### src/rtl/regalu_pkg.sv
package regalu_pkg;

  typedef enum logic [3:0] {
    OP_AND  = 4'h0,
    OP_EOR  = 4'h1,
    OP_SHL  = 4'h2,
    OP_SHR  = 4'h3,
    OP_SAR  = 4'h4,
    OP_ADDC = 4'h5,
    OP_SUBC = 4'h6,
    OP_ROTR = 4'h7,
    OP_TEST = 4'h8,
    OP_NEG  = 4'h9,
    OP_CMPS = 4'hA,
    OP_CMPA = 4'hB,
    OP_IOR  = 4'hC,
    OP_MULT = 4'hD,
    OP_CLRB = 4'hE,
    OP_NOTM = 4'hF
  } alu_op_e;

  typedef enum logic [1:0] {
    SK_LSL = 2'd0,
    SK_LSR = 2'd1,
    SK_ASR = 2'd2,
    SK_ROR = 2'd3
  } shift_kind_e;

  typedef enum logic [1:0] {
    FK_LOGIC = 2'd0,
    FK_ARITH = 2'd1,
    FK_SHIFT = 2'd2
  } flag_kind_e;

  typedef enum logic [1:0] {
    SEL_LOGIC = 2'd0,
    SEL_ADDER = 2'd1,
    SEL_SHIFT = 2'd2
  } res_sel_e;

  typedef struct packed {
    logic n;
    logic z;
    logic c;
    logic v;
  } nzcv_t;

endpackage

### src/rtl/regalu_rst_sync.sv
module regalu_rst_sync #(
  parameter int STAGES = 2
) (
  input  logic clk,
  input  logic rst_n,
  output logic rst_sync_n
);
  logic [STAGES-1:0] chain_q;

  always_ff @(posedge clk or negedge rst_n) begin
    if (!rst_n) chain_q <= '0;
    else        chain_q <= {chain_q[STAGES-2:0], 1'b1};
  end

  assign rst_sync_n = chain_q[STAGES-1];
endmodule

### src/rtl/regalu_shift.sv
module regalu_shift
  import regalu_pkg::*;
#(
  parameter int W     = 32,
  parameter int AMT_W = 8
) (
  input  logic [W-1:0]     val_i,
  input  logic [AMT_W-1:0] amt_i,
  input  shift_kind_e      kind_i,
  input  logic             cin_i,
  output logic [W-1:0]     res_o,
  output logic             cout_o
);
  localparam int RW = $clog2(W);

  logic [W:0]          lsl_ext;
  logic [W:0]          lsr_ext;
  logic signed [W:0]   asr_ext;
  logic [RW-1:0]       rot_amt;
  logic [2*W-1:0]      rot_dbl;
  logic [W-1:0]        rot_res;

  always_comb begin
    // left shift keeps the outgoing bit in the extra top position
    lsl_ext = {1'b0, val_i} << amt_i;
    // right shifts keep the outgoing bit in the extra bottom position
    lsr_ext = {val_i, 1'b0} >> amt_i;
    asr_ext = $signed({val_i, 1'b0}) >>> amt_i;
    rot_amt = amt_i[RW-1:0];
    rot_dbl = {val_i, val_i} >> rot_amt;
    rot_res = rot_dbl[W-1:0];
  end

  always_comb begin
    res_o  = val_i;
    cout_o = cin_i;
    if (amt_i != '0) begin
      unique case (kind_i)
        SK_LSL: begin
          res_o  = lsl_ext[W-1:0];
          cout_o = lsl_ext[W];
        end
        SK_LSR: begin
          res_o  = lsr_ext[W:1];
          cout_o = lsr_ext[0];
        end
        SK_ASR: begin
          res_o  = asr_ext[W:1];
          cout_o = asr_ext[0];
        end
        SK_ROR: begin
          res_o  = rot_res;
          cout_o = rot_res[W-1];
        end
        default: begin
          res_o  = val_i;
          cout_o = cin_i;
        end
      endcase
    end
  end
endmodule

### src/rtl/regalu_adder.sv
module regalu_adder #(
  parameter int W = 32
) (
  input  logic [W-1:0] a_i,
  input  logic [W-1:0] b_i,
  input  logic         cin_i,
  output logic [W-1:0] sum_o,
  output logic         cout_o,
  output logic         ovf_o
);
  logic [W:0] wide;

  always_comb begin
    wide   = {1'b0, a_i} + {1'b0, b_i} + {{W{1'b0}}, cin_i};
    sum_o  = wide[W-1:0];
    cout_o = wide[W];
    ovf_o  = (a_i[W-1] == b_i[W-1]) && (wide[W-1] != a_i[W-1]);
  end
endmodule

### src/rtl/regalu_flags.sv
module regalu_flags
  import regalu_pkg::*;
#(
  parameter int W = 32
) (
  input  logic         clk,
  input  logic         rst_n,
  input  logic         en_i,
  input  flag_kind_e   kind_i,
  input  logic [W-1:0] res_i,
  input  logic         add_c_i,
  input  logic         add_v_i,
  input  logic         sh_c_i,
  output nzcv_t        q_o
);
  nzcv_t q, d;

  always_comb begin
    d = q;
    if (en_i) begin
      d.n = res_i[W-1];
      d.z = (res_i == '0);
      unique case (kind_i)
        FK_ARITH: begin
          d.c = add_c_i;
          d.v = add_v_i;
        end
        FK_SHIFT: d.c = sh_c_i;
        default: ;
      endcase
    end
  end

  always_ff @(posedge clk or negedge rst_n) begin
    if (!rst_n)    q <= '0;
    else if (en_i) q <= d;
  end

  assign q_o = q;

  a_r11_hold_when_idle: assert property (@(posedge clk) disable iff (!rst_n)
    !en_i |=> $stable(q));

  a_r10_nz_from_result: assert property (@(posedge clk) disable iff (!rst_n)
    en_i |=> (q.z == ($past(res_i) == '0)) && (q.n == $past(res_i[W-1])));

  a_r2_logic_keeps_cv: assert property (@(posedge clk) disable iff (!rst_n)
    en_i && kind_i == FK_LOGIC |=> q.c == $past(q.c) && q.v == $past(q.v));

  a_r10_shift_keeps_v: assert property (@(posedge clk) disable iff (!rst_n)
    en_i && kind_i == FK_SHIFT |=> q.v == $past(q.v));
endmodule

### src/rtl/regalu_stage.sv
module regalu_stage
  import regalu_pkg::*;
#(
  parameter int W     = 32,
  parameter int AMT_W = 8
) (
  input  logic         clk,
  input  logic         rst_n,
  input  logic         valid_i,
  input  logic [3:0]   op_i,
  input  logic [W-1:0] dst_i,
  input  logic [W-1:0] src_i,
  output logic [W-1:0] result_o,
  output logic         wr_en_o,
  output logic [3:0]   flags_o
);
  logic        rst_s_n;
  alu_op_e     op;
  nzcv_t       flg;

  logic [W-1:0] add_a, add_b, add_sum;
  logic         add_ci, add_co, add_ov;
  logic [W-1:0] sh_res;
  logic         sh_co;
  shift_kind_e  sh_kind;
  logic [W-1:0] log_res;
  logic [W-1:0] mul_res;
  res_sel_e     sel;
  flag_kind_e   fkind;
  logic         writes;

  regalu_rst_sync #(.STAGES(2)) u_rst (
    .clk(clk), .rst_n(rst_n), .rst_sync_n(rst_s_n));

  assign op = alu_op_e'(op_i);

  // decode: operand routing for the shared adder, shifter kind, class
  always_comb begin
    add_a   = dst_i;
    add_b   = src_i;
    add_ci  = 1'b0;
    sh_kind = SK_LSL;
    sel     = SEL_LOGIC;
    fkind   = FK_LOGIC;
    writes  = 1'b1;
    mul_res = dst_i * src_i;
    log_res = dst_i & src_i;
    unique case (op)
      OP_AND:  log_res = dst_i & src_i;
      OP_EOR:  log_res = dst_i ^ src_i;
      OP_IOR:  log_res = dst_i | src_i;
      OP_CLRB: log_res = dst_i & ~src_i;
      OP_NOTM: log_res = ~src_i;
      OP_MULT: log_res = mul_res;
      OP_TEST: begin
        log_res = dst_i & src_i;
        writes  = 1'b0;
      end
      OP_SHL: begin sh_kind = SK_LSL; sel = SEL_SHIFT; fkind = FK_SHIFT; end
      OP_SHR: begin sh_kind = SK_LSR; sel = SEL_SHIFT; fkind = FK_SHIFT; end
      OP_SAR: begin sh_kind = SK_ASR; sel = SEL_SHIFT; fkind = FK_SHIFT; end
      OP_ROTR: begin sh_kind = SK_ROR; sel = SEL_SHIFT; fkind = FK_SHIFT; end
      OP_ADDC: begin
        add_ci = flg.c;
        sel = SEL_ADDER; fkind = FK_ARITH;
      end
      OP_SUBC: begin
        add_b  = ~src_i;
        add_ci = flg.c;
        sel = SEL_ADDER; fkind = FK_ARITH;
      end
      OP_CMPS: begin
        add_b  = ~src_i;
        add_ci = 1'b1;
        sel = SEL_ADDER; fkind = FK_ARITH; writes = 1'b0;
      end
      OP_CMPA: begin
        sel = SEL_ADDER; fkind = FK_ARITH; writes = 1'b0;
      end
      OP_NEG: begin
        add_a  = '0;
        add_b  = ~src_i;
        add_ci = 1'b1;
        sel = SEL_ADDER; fkind = FK_ARITH;
      end
      default: ;
    endcase
  end

  regalu_adder #(.W(W)) u_add (
    .a_i(add_a), .b_i(add_b), .cin_i(add_ci),
    .sum_o(add_sum), .cout_o(add_co), .ovf_o(add_ov));

  regalu_shift #(.W(W), .AMT_W(AMT_W)) u_shf (
    .val_i(dst_i), .amt_i(src_i[AMT_W-1:0]), .kind_i(sh_kind),
    .cin_i(flg.c), .res_o(sh_res), .cout_o(sh_co));

  always_comb begin
    unique case (sel)
      SEL_ADDER: result_o = add_sum;
      SEL_SHIFT: result_o = sh_res;
      default:   result_o = log_res;
    endcase
  end

  assign wr_en_o = valid_i & writes;

  regalu_flags #(.W(W)) u_flg (
    .clk(clk), .rst_n(rst_s_n), .en_i(valid_i), .kind_i(fkind),
    .res_i(result_o), .add_c_i(add_co), .add_v_i(add_ov), .sh_c_i(sh_co),
    .q_o(flg));

  assign flags_o = flg;

  a_r6_compare_no_write: assert property (@(posedge clk) disable iff (!rst_s_n)
    valid_i && (op_i == 4'h8 || op_i == 4'hA || op_i == 4'hB) |-> !wr_en_o);

  a_r4_compare_carry_is_no_borrow: assert property (@(posedge clk) disable iff (!rst_s_n)
    valid_i && op_i == 4'hA |=> flags_o[1] == ($past(dst_i) >= $past(src_i)));

  a_r10_zero_amount_passes: assert property (@(posedge clk) disable iff (!rst_s_n)
    valid_i && (op_i == 4'h2 || op_i == 4'h3 || op_i == 4'h4 || op_i == 4'h7)
      && src_i[AMT_W-1:0] == '0 |-> result_o == dst_i);

  a_r10_zero_amount_keeps_c: assert property (@(posedge clk) disable iff (!rst_s_n)
    valid_i && (op_i == 4'h2 || op_i == 4'h3 || op_i == 4'h4 || op_i == 4'h7)
      && src_i[AMT_W-1:0] == '0 |=> flags_o[1] == $past(flags_o[1]));

  a_r5_neg_zero_sets_c: assert property (@(posedge clk) disable iff (!rst_s_n)
    valid_i && op_i == 4'h9 && src_i == '0 |=> flags_o[1] && flags_o[2]);
endmodule

### config.mk
export PLATFORM = sky130hd
export DESIGN_NAME = regalu_stage
export DESIGN_NICKNAME = d
export VERILOG_FILES = /design/src/rtl/regalu_pkg.sv /design/src/rtl/regalu_rst_sync.sv /design/src/rtl/regalu_shift.sv /design/src/rtl/regalu_adder.sv /design/src/rtl/regalu_flags.sv /design/src/rtl/regalu_stage.sv
export SDC_FILE = /design/constraint.sdc
export NUM_CORES = 2
export LEC_CHECK = 0
export BUFFER_PORTS_ARGS = -buffer_cell sky130_fd_sc_hd__buf_2
export CAP_MARGIN = 10
export CELL_PAD_IN_SITES_DETAIL_PLACEMENT = 1
export CELL_PAD_IN_SITES_GLOBAL_PLACEMENT = 2
export CORE_MARGIN = 3
export CORE_UTILIZATION = 40
export CTS_CLUSTER_DIAMETER = 100
export DETAILED_ROUTE_END_ITERATION = 10
export GPL_ROUTABILITY_DRIVEN = 0
export GPL_TIMING_DRIVEN = 1
export PLACE_DENSITY_LB_ADDON = 0.1
export REMOVE_ABC_BUFFERS = 1
export SLEW_MARGIN = 10
export SYNTH_ARGS = -nofsm -noshare
export SYNTH_HDL_FRONTEND = slang
export SYNTH_SLANG_ARGS = --single-unit
### constraint.sdc
create_clock -name clk -period 16.8 [get_ports clk]
set_clock_uncertainty 0.15 [all_clocks]
set_input_delay 0.84 -clock clk [delete_from_list [all_inputs] [get_ports clk]]
set_output_delay 0.84 -clock clk [all_outputs]
set_load 0.05 [all_outputs]
Word-level counts from Yosys, hierarchy flattened. Cells that the tools add are included.

Logic and storage cells: 67. Input port bits: 71. Output and inout bits: 37. Register bits after elaboration: 6.

Bitwise gates (word level): 6. Shift-type cells: 4. Add/subtract/negate cells: 2. $mul: 1. Equality and inequality tests: 23. Reductions and logical operators: 13. Mux-type cells: 13.

Operators with widths (count): case mux 32 bit (5 select lines) (1); case mux 32 bit (4 select lines) (1); 2-to-1 mux 32 bit (3); AND 32 bit (2); case mux 32 bit (2 select lines) (1); right shift 64 x 5 -> 32 bit (1); adder 32 x 32 -> 33 bit (1); adder 33 x 1 -> 33 bit (1); left shift 32 x 8 -> 33 bit (1); right shift 33 x 8 -> 33 bit (1); >>> shifter 33 x 8 -> 33 bit (1); equality test 4 bit (second input constant) (8); zero test 32 bit (1); multiplier 32 x 32 -> 32 bit (1); inverter 32 bit (1); OR 32 bit (1); XOR 32 bit (1); equality test 4 x 3 -> 1 bit (second input constant) (4); equality test 4 x 2 -> 1 bit (second input constant) (2); nonzero test 8 bit (1); equality test 2 bit (second input constant) (3); case mux 2 bit (3 select lines) (1); OR reduction 3 bit (2); OR reduction 5 bit (1); 17 further kinds (21).

Depth between registers and ports, before layout.
Depth in word-level cells: 7. Mapped depth: 35.

Hierarchy. Synthesis repeated with hierarchy kept, for this count alone.

Cells, all modules: 3304. Area total of the unflattened synthesis: 26319.0 um^2.

By module, submodules not included: regalu_stage (times used 1, cells each 2246, area each 18226.2 um^2); regalu_shift (times used 1, cells each 788, area each 6039.5 um^2); regalu_adder (times used 1, cells each 239, area each 1720.4 um^2); regalu_flags (times used 1, cells each 28, area each 279.0 um^2); regalu_rst_sync (times used 1, cells each 3, area each 53.8 um^2).

Worst setup path after synthesis. Ideal clock, no wire load.

Path type: in2out. Start point: input src_i[3]. End point: output result_o[27]. Path buffers: 6. Cell stages on the path: 29. Arrival time: 9358 ps. Setup slack: 6452 ps. Cell sequence: buf_2 > inv_2 > buf_1 > buf_1 > buf_2 > buf_2 > buf_1 > nor2_1 > fa_1 > inv_1 > fa_1 > fa_1 > fa_1 > inv_1 > fa_1 > inv_1 > fa_1 > inv_1 > fa_1 > fa_1 > ha_1 > a211o_1 > a21oi_1 > o211ai_1 > a21oi_1 > o21bai_1 > a21oi_1 > xor2_1 > a211oi_1.

Word-level cells in the longest chain between the ends: 5. Elaborated cells on any way between the ends: 14. Those cells by class: add/sub (2); mul (1); shift (4); mux (5); bitwise (1); reduce/logical (1).

Ends and longest elaborated chain: start: declaration (line regalu_stage.sv:12) `input logic [W-1:0] src_i,`; parallel branches: the longest is 4 deep, another holds multiplier 32 x 32 -> 32 bit; case mux 32 bit (2 select lines) * (line regalu_stage.sv:99) `unique case (sel)`; end: declaration (line regalu_stage.sv:13) `output logic [W-1:0] result_o,`.

Mark *: on every way between the ends.

Worst setup path after layout.
Start point: input src_i[4]. End point: output result_o[30].

Same word-level chain as after synthesis.

==> results.cfg <==
[cts]
post_cts_resized = 0
clockBufferDepth = 2
clk_latency_ns = 0.24
cts_tree = yes
root_buffer = clkbuf_16
cts_buffers = 3
path_clk_slew_ns = 0.04
htree_levels = 1
clock-sinks = 6

[synthesis]
netlist.area_leader.share_pct = 30.0
synth_edf_count = 0
synth-seq-cells = 6
yosys-top-cells-area = fa_1, ha_1, nor2_1, inv_1, nand2_1
yosysWarnings = 0
synth_top_area_cell = fa_1
syn-cell-area_um2 = 27300
ys_types = 95
synth.avg_cell_area_um2 = 7.67
seq_area_frac_synth_pct = 0.549
async_flop_share_pct = 100
synthCells = 3566
synth_ff_type = dfrtp_1

[timing]
drv_slew = 0
fin_setup_tns_ns = 0
finalHoldViolCount = 0
worst_pin_slew_ns = 1.31
finalSetupViolations = 0
fin_crit_ns = 11.09
relSlewSlack_pct = 11.9
fin_crit_sh_pct = 66.0
fmax_mhz = 90.2
timing.final.ws_setup_ns = 5.71
rsz0062_at_grt = false

[job]
cap_violations = 0

[grt]
grt-ovfl-total = 0
grt_usage_pct = 40.4
grt_pass1_wl_mm = 211
grt_pass1_vias = 30300
grt_max_degree = 59
antenna_found_initial = 10

[routing]
drtIter0Drc = 3549
routedWlPerCell_um = 33.2
first_pass_iters = 9
via_count = 29000
drc_errors = 0
antenna_left = 0
wl_mm = 145
vias_per_cell = 6.63

[cells_and_area]
regArea_um2 = 150
final_nets = 4175
syn2layout_area_growth_pct = 4.69
layout_common_cells = nor2_1, inv_1, fa_1
final_layout_size_suffix_gt1_share_pct = 9.44
fin_util_pct = 42.5
multi_input_area_um2 = 24300
num-fill-cells = 8350
layout_commonest_cell = nor2_1
final_cells = 4365

[critical_path]
required_ns = 15.81
crit_path_max_incr_delay_ns = 0.68
worst_ep_arrival_time_ns = 10.10
critPathMostFrequentCell = fa_1
critPathSlowestCell = clkinv_1
cp_max_fo = 28
r2r_cells = 17
cp-end-kind = output pin
critPathLaunchType = input port
crit_type = input port to output pin
r2r-start = u_flg.q_o[1]
startpoint = src_i[4]

[place]
place_ws_ns = 5.97
dp_hpwl_mm = 111
place_inst = 4356
numPortBuffers = 107

[outcome]
outcome = finished clean

[hold_path]
hold_path_depth = 0
min_from = u_rst.chain_q[0]
hold_class = flip-flop to flip-flop

[floorplanning]
die_w_um = 267
core_region_area_um2 = 67400
initial_core_util_pct = 40.6
fp.dieH_um = 267
dieArea_um2 = 71500
std_cell_rows = 95
pin_count = 108
==> cells by family (layout without fill, tap and decap cells) <==
| kind of cell | Yosys count | in the layout | share of synthesized area (%) |
|---|---|---|---|
| simple gates | 1161 | 1161 | 18.4 |
| buf+inv | 750 | 671 | 10.7 |
| compound gates | 726 | 726 | 18.0 |
| fa+ha+maj | 615 | 615 | 39.4 |
| mux | 158 | 158 | 8.19 |
| xor+xnor | 149 | 149 | 4.77 |
| flops | 6 | 6 | 0.549 |
| other cells | 1 | 6 | 0.0137 |
==> synth_stat cells, types with 19 or more instances <==
cell,instances
nor2_1,496
inv_1,451
fa_1,410
nand2_1,391
ha_1,205
clkbuf_1,188
a21oi_1,160
o21ai_0,128
xnor2_1,121
mux2i_1,71
nand3_1,59
a31oi_1,48
buf_1,46
mux4_2,46
nor3_1,45
mux2_2,36
a211oi_1,35
o211ai_1,31
a21o_1,30
buf_2,29
o22ai_1,29
xor2_1,28
nand2b_1,25
or3_1,25
a221oi_1,21
o31ai_1,21
nor2b_1,20
clkinv_1,19
==> state kept, by name (all words and copies together), names as in the netlist <==
register and flops:
u_flg.q_o 4, u_rst.chain_q 2
==> critical path: cells and delay by family <==
family,cells,cell delay (ns)
compound gates,8,2.18
xor+xnor,1,0.28
fa+ha+maj,9,3.69
buf+inv,9,2.26
simple gates,3,0.78
==> metrics by stage <==
stage	hold WS, ns	cell area (µm²)
floorplan	-0.110	26200
global placement	-0.0799	28500
global route	0.212	28600
detailed placement	-0.0819	28500
finish	0.210	28600
CTS	0.207	28600
==> timing repair <==
action                                 in CTS  in global routing
buffers inserted                            0                  0
hold buffers                                1                  0
endpoints found under the hold margin       4                  0
setup endpoints to repair                   0                  0
==> worst paths after layout <==
| path | to | slack (ns) |
|---|---|---|
| max | result_o[30] | 5.71 |
| min | u_rst.chain_q[1] | 0.21 |
| max reg2reg | u_flg.q_o[2] | 10.98 |
| min reg2reg | u_rst.chain_q[1] | 0.21 |
| max in group asynchronous | u_flg.q_o[2] | 15.87 |
| min in group asynchronous | u_rst.chain_q[0] | 0.23 |
==> area by class of cell <==
type / count / area share, %
Antenna cell: 5 / 0.0437
Clock buffer: 3 / 0.262
Inverter: 475 / 6.23
Multi-Input combinational cell: 2810 / 84.9
Sequential cell: 6 / 0.525
Tap cell: 873 / 3.82
Timing Repair Buffer: 193 / 4.18
==> layer usage <==
metal  wire length [µm]  vias up  global-route usage, %  share of wire, %
met5                 42        -                      0             0.029
met4               8890        6                   19.6               6.1
met3              17100      501                   12.6                12
met2              61900     1854                   61.5                43
met1              56900    14800                   52.1                39
li1                   -    11800                      -                 -
Power is left out: the tool's default activity adds up to more than one toggle a clock period on the data nets, which glitch-free logic cannot reach.
